**src/rtl/cfgseq_pkg.sv**
```systemverilog
package cfgseq_pkg;
  localparam int CFG_W    = 14;
  localparam int CH_W     = 3;
  localparam int MODE_W   = 2;
  localparam int CNT_W    = $clog2(CFG_W + 1);
  localparam int FIX_LSB  = 0;
  localparam int MODE_LSB = 3;
  localparam int LAST_LSB = 7;

  typedef enum logic [MODE_W-1:0] {
    SEQ_OFF = 2'b00,
    SEQ_UPD = 2'b01,
    SEQ_CHT = 2'b10,
    SEQ_CH  = 2'b11
  } seq_mode_e;

  function automatic logic [CH_W-1:0] f_fixed(input logic [CFG_W-1:0] w);
    return w[FIX_LSB +: CH_W];
  endfunction

  function automatic logic [CH_W-1:0] f_last(input logic [CFG_W-1:0] w);
    return w[LAST_LSB +: CH_W];
  endfunction

  function automatic seq_mode_e f_mode(input logic [CFG_W-1:0] w);
    return seq_mode_e'(w[MODE_LSB +: MODE_W]);
  endfunction
endpackage

```
**src/rtl/cfgseq_shifter.sv**
```systemverilog
module cfgseq_shifter
  import cfgseq_pkg::*;
(
  input  logic             clk,
  input  logic             rst_n,
  input  logic             bit_vld,
  input  logic             bit_in,
  input  logic             conv_start,
  output logic [CFG_W-1:0] word,
  output logic             full
);
  localparam logic [CNT_W-1:0] CNT_FULL = CNT_W'(CFG_W);

  logic [CFG_W-1:0] sh_q, sh_d;
  logic [CNT_W-1:0] cnt_q, cnt_d;

  always_comb begin
    sh_d  = sh_q;
    cnt_d = cnt_q;
    if (conv_start) begin
      cnt_d = '0;
    end else if (bit_vld && (cnt_q < CNT_FULL)) begin
      sh_d  = {sh_q[CFG_W-2:0], bit_in};
      cnt_d = cnt_q + 1'b1;
    end
  end

  always_ff @(posedge clk or negedge rst_n) begin
    if (!rst_n) begin
      sh_q  <= '0;
      cnt_q <= '0;
    end else begin
      sh_q  <= sh_d;
      cnt_q <= cnt_d;
    end
  end

  assign word = sh_q;
  assign full = (cnt_q == CNT_FULL);

  a_r3_count_bound: assert property (@(posedge clk) disable iff (!rst_n)
    cnt_q <= CNT_FULL);
  a_r3_count_clears: assert property (@(posedge clk) disable iff (!rst_n)
    conv_start |=> (cnt_q == '0));
endmodule

```
**src/rtl/cfgseq_store.sv**
```systemverilog
module cfgseq_store
  import cfgseq_pkg::*;
#(
  parameter logic [CFG_W-1:0] DEFAULT_CFG = 14'h0380
) (
  input  logic             clk,
  input  logic             rst_n,
  input  logic             conv_start,
  input  logic             conv_done,
  input  logic             full,
  input  logic [CFG_W-1:0] word,
  output logic [CFG_W-1:0] cfg_eff,
  output logic             restart,
  output logic [CFG_W-1:0] cfg_q,
  output logic [CFG_W-1:0] rb_q
);
  logic [CFG_W-1:0] rb_d;
  seq_mode_e        new_mode;

  assign new_mode = f_mode(word);

  always_comb begin
    cfg_eff = cfg_q;
    restart = 1'b0;
    if (conv_start && full) begin
      cfg_eff = word;
      if (new_mode == SEQ_UPD) begin
        cfg_eff[MODE_LSB +: MODE_W] = cfg_q[MODE_LSB +: MODE_W];
      end else begin
        restart = (new_mode == SEQ_CH) || (new_mode == SEQ_CHT);
      end
    end
  end

  always_comb begin
    rb_d = rb_q;
    if (conv_done) rb_d = cfg_q;
  end

  always_ff @(posedge clk or negedge rst_n) begin
    if (!rst_n) begin
      cfg_q <= DEFAULT_CFG;
      rb_q  <= DEFAULT_CFG;
    end else begin
      cfg_q <= cfg_eff;
      rb_q  <= rb_d;
    end
  end

  a_r2_commit_at_start: assert property (@(posedge clk) disable iff (!rst_n)
    !conv_start |=> $stable(cfg_q));
  a_r9_readback_hold: assert property (@(posedge clk) disable iff (!rst_n)
    !conv_done |=> $stable(rb_q));
  a_r8_mode_never_update: assert property (@(posedge clk) disable iff (!rst_n)
    conv_start |=> (f_mode(cfg_q) != SEQ_UPD));
endmodule

```
**src/rtl/cfgseq_scan.sv**
```systemverilog
module cfgseq_scan
  import cfgseq_pkg::*;
(
  input  logic             clk,
  input  logic             rst_n,
  input  logic             conv_start,
  input  logic             restart,
  input  logic [CFG_W-1:0] cfg_eff,
  input  logic [CFG_W-1:0] cfg_q,
  output logic [CH_W-1:0]  chan_sel,
  output logic             temp_sel
);
  logic [CH_W-1:0] cur_ch_q, cur_ch_d, nxt_ch_q, nxt_ch_d;
  logic            cur_tmp_q, cur_tmp_d, nxt_tmp_q, nxt_tmp_d;
  logic [CH_W-1:0] slot_ch, last;
  logic            slot_tmp;
  seq_mode_e       mode;

  assign mode = f_mode(cfg_eff);
  assign last = f_last(cfg_eff);

  always_comb begin
    if (mode == SEQ_OFF) begin
      slot_ch  = f_fixed(cfg_eff);
      slot_tmp = 1'b0;
    end else if (restart) begin
      slot_ch  = '0;
      slot_tmp = 1'b0;
    end else if (nxt_tmp_q && (mode == SEQ_CHT)) begin
      slot_ch  = '0;
      slot_tmp = 1'b1;
    end else if (nxt_tmp_q || (nxt_ch_q > last)) begin
      slot_ch  = '0;
      slot_tmp = 1'b0;
    end else begin
      slot_ch  = nxt_ch_q;
      slot_tmp = 1'b0;
    end
  end

  always_comb begin
    cur_ch_d  = cur_ch_q;
    cur_tmp_d = cur_tmp_q;
    nxt_ch_d  = nxt_ch_q;
    nxt_tmp_d = nxt_tmp_q;
    if (conv_start) begin
      cur_ch_d  = slot_ch;
      cur_tmp_d = slot_tmp;
      if ((mode == SEQ_OFF) || slot_tmp) begin
        nxt_ch_d  = '0;
        nxt_tmp_d = 1'b0;
      end else if (slot_ch == last) begin
        nxt_ch_d  = '0;
        nxt_tmp_d = (mode == SEQ_CHT);
      end else begin
        nxt_ch_d  = slot_ch + 1'b1;
        nxt_tmp_d = 1'b0;
      end
    end
  end

  always_ff @(posedge clk or negedge rst_n) begin
    if (!rst_n) begin
      cur_ch_q  <= '0;
      cur_tmp_q <= 1'b0;
      nxt_ch_q  <= '0;
      nxt_tmp_q <= 1'b0;
    end else begin
      cur_ch_q  <= cur_ch_d;
      cur_tmp_q <= cur_tmp_d;
      nxt_ch_q  <= nxt_ch_d;
      nxt_tmp_q <= nxt_tmp_d;
    end
  end

  assign chan_sel = cur_ch_q;
  assign temp_sel = cur_tmp_q;

  a_r4_fixed_channel: assert property (@(posedge clk) disable iff (!rst_n)
    (f_mode(cfg_q) == SEQ_OFF) |-> (chan_sel == f_fixed(cfg_q) && !temp_sel));
  a_r6_temp_needs_mode: assert property (@(posedge clk) disable iff (!rst_n)
    temp_sel |-> (f_mode(cfg_q) == SEQ_CHT && chan_sel == '0));
  a_r5_within_limit: assert property (@(posedge clk) disable iff (!rst_n)
    (f_mode(cfg_q) != SEQ_OFF) |-> (chan_sel <= f_last(cfg_q)));
  a_r7_restart_zero: assert property (@(posedge clk) disable iff (!rst_n)
    (conv_start && restart) |=> (chan_sel == '0 && !temp_sel));
  a_r10_hold: assert property (@(posedge clk) disable iff (!rst_n)
    !conv_start |=> ($stable(chan_sel) && $stable(temp_sel)));
endmodule

```
**src/rtl/conv_cfg_sequencer.sv**
```systemverilog
module conv_cfg_sequencer
  import cfgseq_pkg::*;
#(
  parameter logic [CFG_W-1:0] DEFAULT_CFG = 14'h0380
) (
  input  logic             clk,
  input  logic             rst_n,
  input  logic             cfg_bit_vld,
  input  logic             cfg_bit,
  input  logic             conv_start,
  input  logic             conv_done,
  output logic [CH_W-1:0]  chan_sel,
  output logic             temp_sel,
  output logic [CFG_W-1:0] cfg_readback
);
  logic             rst_meta_q, rst_sync_q;
  logic [CFG_W-1:0] word, cfg_eff, cfg_q;
  logic             full, restart;

  always_ff @(posedge clk or negedge rst_n) begin
    if (!rst_n) begin
      rst_meta_q <= 1'b0;
      rst_sync_q <= 1'b0;
    end else begin
      rst_meta_q <= 1'b1;
      rst_sync_q <= rst_meta_q;
    end
  end

  cfgseq_shifter u_shift (
    .clk        (clk),
    .rst_n      (rst_sync_q),
    .bit_vld    (cfg_bit_vld),
    .bit_in     (cfg_bit),
    .conv_start (conv_start),
    .word       (word),
    .full       (full)
  );

  cfgseq_store #(.DEFAULT_CFG(DEFAULT_CFG)) u_store (
    .clk        (clk),
    .rst_n      (rst_sync_q),
    .conv_start (conv_start),
    .conv_done  (conv_done),
    .full       (full),
    .word       (word),
    .cfg_eff    (cfg_eff),
    .restart    (restart),
    .cfg_q      (cfg_q),
    .rb_q       (cfg_readback)
  );

  cfgseq_scan u_scan (
    .clk        (clk),
    .rst_n      (rst_sync_q),
    .conv_start (conv_start),
    .restart    (restart),
    .cfg_eff    (cfg_eff),
    .cfg_q      (cfg_q),
    .chan_sel   (chan_sel),
    .temp_sel   (temp_sel)
  );
endmodule

```
**config.mk**
```make
export PLATFORM = sky130hd
export DESIGN_NAME = conv_cfg_sequencer
export DESIGN_NICKNAME = d
export VERILOG_FILES = /design/src/rtl/cfgseq_pkg.sv /design/src/rtl/cfgseq_shifter.sv /design/src/rtl/cfgseq_store.sv /design/src/rtl/cfgseq_scan.sv /design/src/rtl/conv_cfg_sequencer.sv
export SDC_FILE = /design/constraint.sdc
export NUM_CORES = 1
export LEC_CHECK = 0
export ABC_AREA = 1
export ABC_CLOCK_PERIOD_IN_PS = 2000
export BUFFER_PORTS_ARGS = -buffer_cell sky130_fd_sc_hd__buf_2
export CORE_ASPECT_RATIO = 1.1
export CORE_MARGIN = 2
export CORE_UTILIZATION = 40
export CTS_CLUSTER_DIAMETER = 50
export CTS_CLUSTER_SIZE = 28
export DETAILED_ROUTE_END_ITERATION = 7
export PLACE_DENSITY = 0.56
export SLEW_MARGIN = 10
export SYNTH_ARGS = -nofsm -noshare
export SYNTH_HDL_FRONTEND = slang
export SYNTH_SLANG_ARGS = --single-unit
```
**constraint.sdc**
```tcl
create_clock -name clk -period 2 [get_ports clk]
set_clock_uncertainty 0.1 [all_clocks]
set_input_delay 0.3 -clock clk [delete_from_list [all_inputs] [get_ports clk]]
set_output_delay 0.3 -clock clk [all_outputs]
set_load 0.005 [all_outputs]
```
## Word-level counts from Yosys, hierarchy flattened

Index checks and enable logic that the tools add are counted.

- $add $sub $neg: 2
- $lt $le $gt $ge: 2
- Eq/ne operators: 6
- Multiplexer cells: 17
- Bitwise gates (word level): 1
- Reductions and logical operators: 9

Operators by type and width:

| operator | count |
|---|---|
| $mux W3 | 6 |
| $mux W10 | 1 |
| $mux W4 | 2 |
| $mux W1 | 7 |
| $eq A2 B2 Y1 const B | 3 |
| $add A4 B1 Y4 const B | 1 |
| $eq A4 B4 Y1 const B | 1 |
| $lt A4 B4 Y1 const B | 1 |
| $add A3 B1 Y3 const B | 1 |
| $eq A3 B3 Y1 | 1 |
| $gt A3 B3 Y1 | 1 |
| $logic_and A1 B1 Y1 | 3 |
| $logic_or A1 B1 Y1 | 3 |
| $eq A2 B1 Y1 const B | 1 |
| $logic_not A2 Y1 | 1 |
| $mux W2 | 1 |
| $reduce_and A2 Y1 | 1 |
| $reduce_bool A2 Y1 | 1 |
| $not A1 Y1 | 1 |

- Bits in registers: 56
- Word-level logic and storage cells: 48

## Longest topological paths before layout

- Word-level depth: 12
- Gate-level depth with buffers: 20
- Gate-level depth less buffers: 20

## Modules after synthesis

From an unflattened synthesis, not the netlist that was laid out.

- Cell total of the unflattened synthesis: 294
- Area, all modules: 2555.0 sq um

Modules (own cells, without submodules):

| module | instances | cells each | area each (sq um) |
|---|---|---|---|
| cfgseq_store | 1 | 121 | 1121.1 |
| cfgseq_shifter | 1 | 85 | 775.7 |
| cfgseq_scan | 1 | 85 | 604.3 |
| conv_cfg_sequencer | 1 | 3 | 53.8 |

## Least setup slack after synthesis

Ideal clock, no wire load.

- Kind: flip-flop to flip-flop
- Start: reg u_shift.cnt_q[0]
- End: reg u_scan.nxt_ch_q[2]
- Data arrival time: 2.417 ns
- Required time: 1.783 ns
- Setup slack: -0.634 ns
- Stages on the path, launching flop included: 19
- Period minus slack after synthesis: 2.634 ns
- Cell sequence: dfrtp_1 inv_1 ha_1 nand2_4 nor2_4 o21ai_0 ha_1 nor2_1 or2_2 nand3_1 nand2_1 nand2_2 nand3_2 nand2_2 ha_1 xnor2_1 inv_1 nand3_1 nand2_1

- Word-level cells in the longest chain between the ends: 12
- Elaborated cells between the ends (all ways): 21
- Classes of those cells: 1 x add/sub; 1 x order compare; 3 x eq/ne; 11 x mux; 5 x reduce/logical

Ends and longest elaborated chain:

| what | line | source |
|---|---|---|
| from (decl) | cfgseq_shifter.sv:15 | `logic [CNT_W-1:0] cnt_q, cnt_d;` |
| from (signal assigned) | cfgseq_shifter.sv:34 | `cnt_q <= cnt_d;` |
| $eq A4 B4 Y1 (*) | cfgseq_shifter.sv:39 | `assign full = (cnt_q == CNT_FULL);` |
| $logic_and A1 B1 Y1 (*) | cfgseq_store.sv:25 | `if (conv_start && full) begin` |
| $mux W10 (*) | cfgseq_store.sv:25 |  |
| named net cfg_eff[7] | conv_cfg_sequencer.sv:17 | `logic [CFG_W-1:0] word, cfg_eff, cfg_q;` |
| $gt A3 B3 Y1 (*) | cfgseq_scan.sv:32 | `end else if (nxt_tmp_q \|\| (nxt_ch_q > last)) begin` |
| $logic_or A1 B1 Y1 (*) | cfgseq_scan.sv:32 |  |
| $mux W3 (*) | cfgseq_scan.sv:32 |  |
| $mux W3 (*) | cfgseq_scan.sv:29 | `end else if (nxt_tmp_q && (mode == SEQ_CHT)) begin` |
| $mux W3 (*) | cfgseq_scan.sv:26 | `end else if (restart) begin` |
| $mux W3 (*) | cfgseq_scan.sv:23 | `if (mode == SEQ_OFF) begin` |
| named net u_scan.slot_ch[1] | cfgseq_scan.sv:15 | `logic [CH_W-1:0] slot_ch, last;` |
| $add A3 B1 Y3 / $eq A3 B3 Y1 (equally long branches) | cfgseq_scan.sv:56, cfgseq_scan.sv:52 |  |
| $mux W3 (*) | cfgseq_scan.sv:52 | `end else if (slot_ch == last) begin` |
| $mux W3 (*) | cfgseq_scan.sv:49 | `if ((mode == SEQ_OFF) \|\| slot_tmp) begin` |
| to (signal assigned) | cfgseq_scan.sv:71 | `nxt_ch_q <= nxt_ch_d;` |
| to (decl) | cfgseq_scan.sv:13 | `logic [CH_W-1:0] cur_ch_q, cur_ch_d, nxt_ch_q, nxt_ch_d;` |

The timed path passes the listed nets; every way through them passes the cells marked *.
A chain may end at the register's enable or synchronous reset.

## Worst setup path after layout

Same ends and word-level chain as after synthesis.

==> impl_metrics.env <==
export IMPL_cts_tree="built"
export IMPL_power_leakage_uw=0.00156
export IMPL_ys_seq_area_share_pct=55.9
export IMPL_crit_start="u_shift.cnt_q[0]"
export IMPL_placed_cells=385
export IMPL_start_util_pct=41.2
export IMPL_cap_violations=0
export IMPL_area_delta_synth_final_pct=27.6
export IMPL_postSynthCellCount=263
export IMPL_grt_max_degree=23
export IMPL_setup_slack_ns=-0.413
export IMPL_die_width_um=79.7
export IMPL_async_reset_ff_share_pct=100
export IMPL_rsz0062_at_grt="true"
export IMPL_switching_share_pct=24.3
export IMPL_detail_route_vias_per_cell=4.60
export IMPL_synth_most_common_cell="nand2_1"
export IMPL_worst_setup_path_end_kind="register"
export IMPL_synth_warnings=0
export IMPL_root_buffer="clkbuf_8"
export IMPL_wire_per_inst_um=12.5
export IMPL_grt_pass1_wl_um=8330
export IMPL_port_buffers=23
export IMPL_final_hold_viol_count=0
export IMPL_cts_buffers=5
export IMPL_clk_latency_ns=0.31
export IMPL_cp_max_fo=3
export IMPL_row_count=30
export IMPL_ys_types=32
export IMPL_cp_data_arrival_time_ns=2.53
export IMPL_fin_crit_sh_pct=121
export IMPL_avgSynthCellArea_um2=9.58
export IMPL_dp_hpwl_um=3630
export IMPL_yosysTopAreaCell="dfrtp_1"
export IMPL_setup_tns_ns=-2.11
export IMPL_place_congestion=0.795
export IMPL_yosysTopAreaCellShare_pct=49.7
export IMPL_antenna_cells=0
export IMPL_power_switching_uw=527
export IMPL_finalSetupViolations=7
export IMPL_dieArea_um2=6950
export IMPL_io_pins=24
export IMPL_outcome="complete, but fails checks"
export IMPL_drive_gt1_share_pct=40.3
export IMPL_rrSetupSlack_ns=-0.41
export IMPL_grt_usage_pct=15.5
export IMPL_p_total_uw=2170
export IMPL_powerDensity_nw_per_um2=675
export IMPL_drt_wl_total_um=5010
export IMPL_cts_max_level=2
export IMPL_r2r_end="u_scan.nxt_ch_q[2]"
export IMPL_final_fill_count=559
export IMPL_ant_nets=0
export IMPL_start_kind="register"
export IMPL_drtIter0Drc=127
export IMPL_r2r_start="u_shift.cnt_q[0]"
export IMPL_pwr_share_comb_pct=7.4
export IMPL_drcViolationCount=0
export IMPL_syn_num_nets=273
export IMPL_drt_pass1_iter_count=4
export IMPL_synth_seq_cells=56
export IMPL_slew_viol_final=0
export IMPL_antenna_found_initial=0
export IMPL_synth_edff_count=0
export IMPL_ys_top_cells_by_count="66 x nand2_1, 50 x dfrtp_1, 26 x inv_1"
export IMPL_p_int_uw=1640
export IMPL_p_clk_share_pct=34.8
export IMPL_worstSetupEndpoint="u_scan.nxt_ch_q[2]"
export IMPL_synth_flop_cell="dfrtp_1"
export IMPL_vdd_drop_max_uv=299
export IMPL_cts_sinks=56
export IMPL_vias=1838
export IMPL_yosys_top_cells_area="dfrtp_1 50%, nand2_1 9.8%, dfstp_2 6.3%"
export IMPL_hp_class="register to asynchronous set/reset pin"
export IMPL_layout_cells_non_filler=400
export IMPL_clk_pin_slew_ns=0.10
export IMPL_finalCriticalPeriod_ns=2.41
export IMPL_power_frac_seq_pct=57.8
export IMPL_required_ns=2.11
export IMPL_overflow=0
export IMPL_utilization_pct=52.5
export IMPL_worstRegToRegCells=18
export IMPL_critical_path_class="register to register"
export IMPL_detailedPlace_worstSlack_ns=-0.477
export IMPL_core_area_um2=6120
export IMPL_grt_pass1_vias=1755
export IMPL_fmax_mhz=414
export IMPL_clock_path_buffers=2
export IMPL_failed_checks="setup timing"
export IMPL_die_h_um=87.2
export IMPL_final_nets=329
export IMPL_syn_area_um2=2520
-- cell usage in the layout, fill, tap and decap left out, types with 2 or more instances in the layout --
cell	count
ha_4	2
nand2_2	14
ha_1	2
inv_1	24
clkbuf_8	5
o21ai_0	18
nand2_1	62
inv_2	4
nand3b_1	2
nor2_1	15
o21ai_2	3
buf_4	30
nor2_4	2
dfstp_2	6
nand2_4	8
buf_2	23
nand3_2	5
buf_6	2
clkinv_4	2
mux2_2	7
a21oi_1	7
nor2_2	4
dfrtp_1	49
nand3_4	4
nand3_1	3
-- flip-flops by register name, indices dropped and copies added (netlist names) --
name              cells
u_shift.word         14
u_store.cfg_q        14
u_store.rb_q         14
u_shift.cnt_q         4
u_scan.chan_sel       3
u_scan.nxt_ch_q       3
rst_meta_q            1
rst_sync_q            1
u_scan.nxt_tmp_q      1
u_scan.temp_sel       1
-- power by group through the flow --
stage	Clock (µW)	Combinational (µW)	Sequential [µW]
after global placement	0	147	1270
after detailed placement	0	150	1280
final	756	160	1250
after floorplan	0	94.2	1270
after CTS	781	158	1250
after global routing	834	184	1260
-- area by class of cell --
| type | count | area [µm²] | area share [%] |
|---|---|---|---|
| flip-flops and latches | 56 | 1410 | 43.9 |
| multi-input cells | 171 | 1100 | 34.3 |
| clock inverters | 3 | 47.5 | 1.48 |
| inverters | 29 | 111 | 3.46 |
| repair buffers | 56 | 373 | 11.6 |
| well taps | 80 | 100 | 3.11 |
| clock buffers | 5 | 68.8 | 2.14 |
-- kinds of logic (layout without fill, tap and decap cells) --
group | Yosys count | after routing | synth area share, %
XOR/XNOR | 2 | 2 | 0.696
AO/OA/AOI/OAI | 35 | 35 | 7.45
adder cells (fa/ha/maj) | 4 | 4 | 1.99
multiplexers | 7 | 7 | 3.13
buffers and inverters | 36 | 93 | 5.96
other | 1 | 1 | 0.149
AND/OR/NAND/NOR | 122 | 122 | 24.7
flip-flops | 56 | 56 | 55.9
-- routing by layer --
metal | vias up | share of wire (%) | GRT usage (%)
met5 | - | 0 | 0
met4 | 0 | 1.4 | 4.23
met3 | 8 | 3.1 | 3.42
met2 | 28 | 48 | 25.0
met1 | 861 | 48 | 21.3
li1 | 941 | - | -
-- per-stage QoR --
stage / hold slack, ns / cell area, µm²
floorplan: -0.0956 / 2560
global placement: -0.0135 / 2930
detailed placement: -0.0114 / 2930
CTS: 0.123 / 3140
global route: 0.128 / 3210
finish: 0.127 / 3210
-- what timing repair did --
action | 4_1_cts | 5_1_grt
endpoints found under the hold margin | 2 | 0
gates resized for setup | 6 | 17
pin swaps | 12 | 4
setup buffers | 7 | 3
hold buffers | 1 | 0
setup endpoints to repair | 8 | 8
-- worst min-delay path by stage --
stage / from / end / cells past startpoint
floorplan: rst_n / rst_meta_q / 0
global placement: rst_n / rst_meta_q / 1
detailed placement: rst_n / rst_meta_q / 1
CTS: cfg_bit / u_shift.word[0] / 3
global route: cfg_bit / u_shift.word[0] / 3
finish: rst_sync_q / u_shift.word[8] / 0
-- critical path, stage by stage, from the launching register on --
cell and delay, ns:
dfrtp_1 0.40, inv_2 0.08, ha_4 0.13, nand2_4 0.05, nor2_4 0.11, o21ai_2 0.08
ha_1 0.28, nor2_2 0.04, or2_4 0.22, nand3_2 0.06, nand2_2 0.07, nand2_4 0.10
nand3_4 0.10, nand2_4 0.09, ha_4 0.13, xnor2_2 0.10, inv_1 0.06, nand3_1 0.06
nand2_1 0.05
No activity file was read; power rests on OpenSTA's default activity.
